**config.mk**
```make
export PLATFORM = sky130hd
export DESIGN_NAME = dram_bank_mapper
export DESIGN_NICKNAME = d
export VERILOG_FILES = /design/src/rtl/dbm_pkg.sv /design/src/rtl/dbm_addr_split.sv /design/src/rtl/dbm_row_table.sv /design/src/rtl/dbm_classifier.sv /design/src/rtl/dram_bank_mapper.sv
export SDC_FILE = /design/constraint.sdc
export NUM_CORES = 1
export LEC_CHECK = 0
export BUFFER_PORTS_ARGS = -buffer_cell sky130_fd_sc_hd__buf_2
export CORE_ASPECT_RATIO = 2
export CORE_MARGIN = 3
export CORE_UTILIZATION = 35
export CTS_BUF_LIST = sky130_fd_sc_hd__clkbuf_2
export DETAILED_ROUTE_END_ITERATION = 10
export SYNTH_ARGS = -nofsm -noshare
export SYNTH_HDL_FRONTEND = slang
export SYNTH_SLANG_ARGS = --single-unit
```
**constraint.sdc**
```tcl
create_clock -name clk -period 3.08 [get_ports clk]
set_input_delay 0.308 -clock clk [delete_from_list [all_inputs] [get_ports clk]]
set_output_delay 0.308 -clock clk [all_outputs]
set_load 0.01 [all_outputs]
```
**src/rtl/dbm_pkg.sv**
```systemverilog
package dbm_pkg;
    typedef enum logic [1:0] {
        ACC_HIT      = 2'd0,
        ACC_CLOSED   = 2'd1,
        ACC_CONFLICT = 2'd2
    } acc_class_t;

    typedef enum logic {
        BK_CLOSED = 1'b0,
        BK_OPEN   = 1'b1
    } bank_state_t;
endpackage

```
**src/rtl/dbm_addr_split.sv**
```systemverilog
module dbm_addr_split #(
    parameter int ADDR_W    = 32,
    parameter int BANK_BITS = 5,
    parameter int PAGE_BITS = 11,
    parameter int TAG_LSB   = 16,
    localparam int ROW_W    = ADDR_W - PAGE_BITS - BANK_BITS
) (
    input  logic [ADDR_W-1:0]    addr,
    output logic [BANK_BITS-1:0] bank,
    output logic [ROW_W-1:0]     row,
    output logic [PAGE_BITS-1:0] col
);
    logic [BANK_BITS-1:0] field_bank;
    logic [BANK_BITS-1:0] tag_low;

    always_comb begin
        field_bank = addr[PAGE_BITS +: BANK_BITS];
        tag_low    = addr[TAG_LSB +: BANK_BITS];
        bank       = field_bank ^ tag_low;
        row        = addr[ADDR_W-1 -: ROW_W];
        col        = addr[PAGE_BITS-1:0];
    end
endmodule

```
**src/rtl/dbm_row_table.sv**
```systemverilog
module dbm_row_table
    import dbm_pkg::*;
#(
    parameter int BANK_BITS = 5,
    parameter int ROW_W     = 16,
    localparam int BANKS    = 1 << BANK_BITS
) (
    input  logic                 clk,
    input  logic                 rst_n,
    input  logic                 acc_en,
    input  logic [BANK_BITS-1:0] acc_bank,
    input  logic [ROW_W-1:0]     acc_row,
    input  logic                 pre_en,
    input  logic [BANK_BITS-1:0] pre_bank,
    output logic                 look_open,
    output logic [ROW_W-1:0]     look_row
);
    bank_state_t      state_q [BANKS];
    bank_state_t      state_d [BANKS];
    logic [ROW_W-1:0] row_q   [BANKS];

    for (genvar b = 0; b < BANKS; b++) begin : g_bank
        logic hit_acc;
        logic hit_pre;
        assign hit_acc = acc_en && (acc_bank == BANK_BITS'(b));
        assign hit_pre = pre_en && (pre_bank == BANK_BITS'(b));

        always_comb begin
            state_d[b] = state_q[b];
            unique case (state_q[b])
                BK_CLOSED: if (hit_acc) state_d[b] = BK_OPEN;
                BK_OPEN: begin
                    if (hit_acc)      state_d[b] = BK_OPEN;
                    else if (hit_pre) state_d[b] = BK_CLOSED;
                end
            endcase
        end

        always_ff @(posedge clk) begin
            if (!rst_n) begin
                state_q[b] <= BK_CLOSED;
                row_q[b]   <= '0;
            end else begin
                state_q[b] <= state_d[b];
                if (hit_acc) row_q[b] <= acc_row;
            end
        end
    end

    always_comb begin
        look_open = (state_q[acc_bank] == BK_OPEN);
        look_row  = row_q[acc_bank];
    end

    // an access leaves its bank open on the accessed row
    a_r6_opens_row: assert property (@(posedge clk) disable iff (!rst_n)
        acc_en |=> (state_q[$past(acc_bank)] == BK_OPEN) && (row_q[$past(acc_bank)] == $past(acc_row)));

    // a precharge with no access to the same bank closes it
    a_r7_pre_closes: assert property (@(posedge clk) disable iff (!rst_n)
        (pre_en && !(acc_en && acc_bank == pre_bank)) |=> (state_q[$past(pre_bank)] == BK_CLOSED));
endmodule

```
**src/rtl/dbm_classifier.sv**
```systemverilog
module dbm_classifier
    import dbm_pkg::*;
#(
    parameter int ROW_W        = 16,
    parameter int LAT_HIT      = 4,
    parameter int LAT_CLOSED   = 8,
    parameter int LAT_CONFLICT = 14,
    parameter int LAT_W        = 4
) (
    input  logic             is_open,
    input  logic [ROW_W-1:0] open_row,
    input  logic [ROW_W-1:0] req_row,
    output acc_class_t       cls,
    output logic [LAT_W-1:0] lat
);
    always_comb begin
        if (!is_open)               cls = ACC_CLOSED;
        else if (open_row == req_row) cls = ACC_HIT;
        else                        cls = ACC_CONFLICT;
    end

    always_comb begin
        unique case (cls)
            ACC_HIT:      lat = LAT_W'(LAT_HIT);
            ACC_CLOSED:   lat = LAT_W'(LAT_CLOSED);
            ACC_CONFLICT: lat = LAT_W'(LAT_CONFLICT);
            default:      lat = LAT_W'(LAT_CONFLICT);
        endcase
    end
endmodule

```
**src/rtl/dram_bank_mapper.sv**
```systemverilog
module dram_bank_mapper
    import dbm_pkg::*;
#(
    parameter int ADDR_W       = 32,
    parameter int BANK_BITS    = 5,
    parameter int PAGE_BITS    = 11,
    parameter int BLK_OFF_BITS = 6,
    parameter int SET_BITS     = 10,
    parameter int LAT_HIT      = 4,
    parameter int LAT_CLOSED   = 8,
    parameter int LAT_CONFLICT = 14,
    localparam int ROW_W   = ADDR_W - PAGE_BITS - BANK_BITS,
    localparam int TAG_LSB = BLK_OFF_BITS + SET_BITS,
    localparam int LAT_MX1 = (LAT_HIT > LAT_CLOSED) ? LAT_HIT : LAT_CLOSED,
    localparam int LAT_MAX = (LAT_MX1 > LAT_CONFLICT) ? LAT_MX1 : LAT_CONFLICT,
    localparam int LAT_W   = $clog2(LAT_MAX + 1)
) (
    input  logic                 clk,
    input  logic                 rst_n,
    input  logic                 req_valid,
    input  logic [ADDR_W-1:0]    req_addr,
    input  logic                 pre_valid,
    input  logic [BANK_BITS-1:0] pre_bank,
    output logic                 rsp_valid,
    output logic [BANK_BITS-1:0] rsp_bank,
    output logic [ROW_W-1:0]     rsp_row,
    output logic [PAGE_BITS-1:0] rsp_col,
    output logic [1:0]           rsp_class,
    output logic [LAT_W-1:0]     rsp_latency
);
    // tag low bits must sit above the bank field and inside the address
    if ((TAG_LSB < PAGE_BITS + BANK_BITS) || (TAG_LSB + BANK_BITS > ADDR_W)) begin : g_bad_cfg
        $error("dram_bank_mapper: tag bits overlap bank field or exceed address width");
    end

    logic [BANK_BITS-1:0] map_bank;
    logic [ROW_W-1:0]     map_row;
    logic [PAGE_BITS-1:0] map_col;
    logic                 tbl_open;
    logic [ROW_W-1:0]     tbl_row;
    acc_class_t           cls;
    logic [LAT_W-1:0]     lat;

    dbm_addr_split #(
        .ADDR_W(ADDR_W), .BANK_BITS(BANK_BITS), .PAGE_BITS(PAGE_BITS), .TAG_LSB(TAG_LSB)
    ) u_split (
        .addr(req_addr), .bank(map_bank), .row(map_row), .col(map_col)
    );

    dbm_row_table #(.BANK_BITS(BANK_BITS), .ROW_W(ROW_W)) u_table (
        .clk(clk), .rst_n(rst_n),
        .acc_en(req_valid), .acc_bank(map_bank), .acc_row(map_row),
        .pre_en(pre_valid), .pre_bank(pre_bank),
        .look_open(tbl_open), .look_row(tbl_row)
    );

    dbm_classifier #(
        .ROW_W(ROW_W), .LAT_HIT(LAT_HIT), .LAT_CLOSED(LAT_CLOSED),
        .LAT_CONFLICT(LAT_CONFLICT), .LAT_W(LAT_W)
    ) u_class (
        .is_open(tbl_open), .open_row(tbl_row), .req_row(map_row), .cls(cls), .lat(lat)
    );

    always_ff @(posedge clk) begin
        if (!rst_n) begin
            rsp_valid   <= 1'b0;
            rsp_bank    <= '0;
            rsp_row     <= '0;
            rsp_col     <= '0;
            rsp_class   <= '0;
            rsp_latency <= '0;
        end else begin
            rsp_valid <= req_valid;
            if (req_valid) begin
                rsp_bank    <= map_bank;
                rsp_row     <= map_row;
                rsp_col     <= map_col;
                rsp_class   <= cls;
                rsp_latency <= lat;
            end
        end
    end

    // one response per request, one cycle later
    a_r2_rsp_follows_req: assert property (@(posedge clk) disable iff (!rst_n)
        req_valid |=> rsp_valid);
    a_r2_no_spurious_rsp: assert property (@(posedge clk) disable iff (!rst_n)
        !req_valid |=> !rsp_valid);

    // class and latency agree at the port
    a_r5_hit_latency: assert property (@(posedge clk) disable iff (!rst_n)
        (rsp_valid && rsp_class == 2'd0) |-> (rsp_latency == LAT_W'(LAT_HIT)));
    a_r5_conflict_latency: assert property (@(posedge clk) disable iff (!rst_n)
        (rsp_valid && rsp_class == 2'd2) |-> (rsp_latency == LAT_W'(LAT_CONFLICT)));
endmodule

```
==> impl_metrics.ini <==
[timing]
slew_headroom_pct = 1.03
max_clock_freq_mhz = 321
tightest_slew_ns = 1.48
slew_violations = 0
fin_crit_sh_pct = 101
clock_skew_ns = 0.0969
setup_viol = 2
period_needed_ns = 3.11
grt_setup_unrepaired = no
finalHoldViolCount = 0
fin_ws_ns = -0.0315

[yosys]
syn-num-nets = 2183
synthAdderAreaFrac_pct = 0
synth_common_cells = 512 x edfxtp_1, 480 x and2_1, 190 x nand2_1
synth_top_area_cell = edfxtp_1
post-synth-top-count-cell = edfxtp_1
synth.top_cell.area_share_pct = 57.1
synth_compound_area_share_pct = 7.24
synthFlopType = edfxtp_1
synthArstFlopShare_pct = 0
muxShareOfSynthArea_pct = 6.93
synth.distinct_cells = 82
synth_top_family_by_area = simple AND/OR/NAND/NOR gates
synth-xor-area-share_pct = 0.934
synthCells = 2142
yosysSeqAreaShare_pct = 62.2
synth_edf_count = 512
synth.area.top_cells = edfxtp_1 57%, and2_1 11%, dfxtp_1 5.1%, mux4_2 3.5%, nand2_1 2.6%
synth.cell_area_sq_um = 26900
synth-simple-area-share_pct = 19.1
avgSynthCellArea_sq_um = 12.6
ys_ff_latch = 581
yosys_warnings = 0

[clocking]
cts_setup_buffers = 0
numCtsBuffers = 133
clkTransAtPathRegs_ns = 0.12
clockBufferDepth = 3
cts_tree = done
htreeDepth = 4
clk_latency_ns = 1.26
clock_sinks = 581
cts-root-buf = clkbuf_2

[placed_design]
place_ws_ns = -0.684
io_buffer_count = 78
dp_hpwl_mm = 85.3
gp_congestion = 1.00

[power]
p_leak_uw = 0.0127
ir_drop_mv = 0.255
p_per_area_nw_per_um2 = 535

[worst_setup_path]
worstPathRequired_ns = 4.14
path_depth = 18
worst-path-buf-inv = 8
crit_family = buffers and inverters
crit_chain = dlygate4sd3_1 -> buf_2 -> buf_12 -> xnor2_2 -> buf_12 -> buf_4 -> buf_4 -> nor4_1 -> buf_4 -> a21oi_1 -> o2111ai_1 -> o22ai_1 -> xor2_1 -> nor4_2 -> nand4_1 -> nor3_2 -> buf_4 -> a21oi_1
critPathCapture = rsp_latency[3]$_SDFFE_PN0P_
rr_worst_depth = 11
arrival_ns = 4.17
critPathCaptureType = flop
crit_fanout = 9
r2r_setup_slack_ns = 0.04
worstSetupStartpointType = primary input
cpPeakStageDelay_ns = 0.55
crit_type = primary input to flop
critical_path.startpoint = req_addr[17]
cp_slowest_cell = dlygate4sd3_1
rr_endpoint = rsp_latency[3]$_SDFFE_PN0P_
reg2reg_from = u_table.row_q[22][14]$_SDFFCE_PN0P_
critPathMostFrequentCell = buf_4

[floorplan]
io_pins = 80
die_w_um = 202
num_rows = 143
start_util_pct = 35.4
die_area_sq_um = 80500
core_area_sq_um = 76000
die_h_um = 398

[drt]
drt-vias-per-instance = 5.56
drc = 0
num_vias = 21000
drt_first_pass_iters = 6
wire_per_inst_um = 31.5
ant_nets = 0
wl_mm = 119
drt_iter0_markers = 2152

[cells_and_area]
fin_nets = 2699
layout-drive-gt1-share_pct = 28.6
final_util_pct = 44.2
fillCellCount = 7117
ff_latch_area_sq_um = 16800
multi_input_area_sq_um = 9320
area_delta_synth_final_pct = 24.8

[hold_path]
whs_path_depth = 4
hold_class = primary input to flop

[global_route]
overflow = 0
grt_max_degree = 41
grt_use_total_pct = 29.3
grt_pass1_vias = 21600
grt_pass1_wl_mm = 164
antenna_found_initial = 6

[status]
status = complete, but fails checks
violations = setup timing

[flow_run]
drv_cap = 0
-- cells in the final DEF (no fill, tap or decap), drive strengths merged, types with 41 or more instances in the layout --
cell type,n
mux4,56
mux2i,44
edfxtp,512
clkbuf,186
dlygate4sd3,89
o22ai,41
and2,482
nand4,44
buf,478
nand2,195
o21ai,84
dfxtp,69
nor2,112
nor3,69
-- worst reg2reg max path: cells and delay by family, from the launching register on --
kind / cells / cell delay, ns
XOR/XNOR: 1 / 0.19
AO/OA/AOI/OAI: 4 / 0.68
AND/OR/NAND/NOR: 4 / 1.20
flip-flops: 1 / 0.48
buffers and inverters: 2 / 0.34
-- registers in the layout, summed over array words and instances (netlist names) --
| signal | flops |
|---|---|
| u_table.row_q | 512 |
| u_table.state_q | 32 |
| rsp_row | 16 |
| rsp_col | 11 |
| rsp_bank | 5 |
| rsp_latency | 3 |
| rsp_class | 1 |
| rsp_valid | 1 |
-- repair_timing --
item | CTS | global route
hold endpoints to repair | 783 | 0
hold buffers | 89 | 0
resized for setup | 0 | 1
setup endpoints to repair | 0 | 1
-- per-layer routing --
metal	up-vias	wire length, um	global-route usage, %
met3	424	6180	4.50
li1	8929	-	-
met2	1060	60400	51.5
met4	0	13400	26.5
met5	-	0	0
met1	10600	38900	29.8
-- how the worst min path moves through the flow --
stage	to	from	slack, ns
4_1_cts	rsp_row[11]$_SDFFE_PN0P_	req_addr[27]	0.004
2_1_floorplan	rsp_col[0]$_SDFFE_PN0P_	req_addr[0]	0.46
3_5_place_dp	rsp_latency[2]$_SDFFE_PN0P_	rsp_latency[2]$_SDFFE_PN0P_	0.47
5_1_grt	rsp_row[8]$_SDFFE_PN0P_	req_addr[24]	0.05
6_report	rsp_row[8]$_SDFFE_PN0P_	req_addr[24]	0.14
3_3_place_gp	u_table.state_q[6]$_DFF_P_	u_table.state_q[6]$_DFF_P_	0.46
-- logic make-up after synthesis --
family / count (synthesis)
xor+xnor: 24
other cells: 1
simple gates: 950
compound gates: 286
mux: 110
buf+inv: 190
flops: 581
-- area by class of cell --
class,count,share of cell area [%]
Antenna cell,5,0.0372
Clock buffer,186,2.77
Clock inverter,47,0.934
Inverter,4,0.0447
Multi-Input combinational cell,1371,27.7
Sequential cell,581,49.8
Tap cell,1015,3.78
Timing Repair Buffer,567,14.9
-- stage by stage --
step                instance area [sq um]  TNS (ns)  hold WS, ns  cells  power (uW)
finish                              33600   -0.0391        0.140   3776       18000
global route                        33600         0       0.0481   3772       18500
CTS                                 33600         0      0.00416   3771       18000
detailed placement                  31500     -5.58        0.466   3449       12800
global placement                    31500     -6.10        0.460   3449       12800
floorplan                           26900    -0.140        0.455   2142       10700
-- where the power goes --
| part | total [uW] | internal [uW] | switching [uW] |
|---|---|---|---|
| combinational | 3550 | 1380 | 2160 |
| sequential | 9210 | 9010 | 203 |
| clock | 5240 | 1980 | 3260 |
| total | 18000 | 12400 | 5620 |
Power figures use the tool's default switching activity.
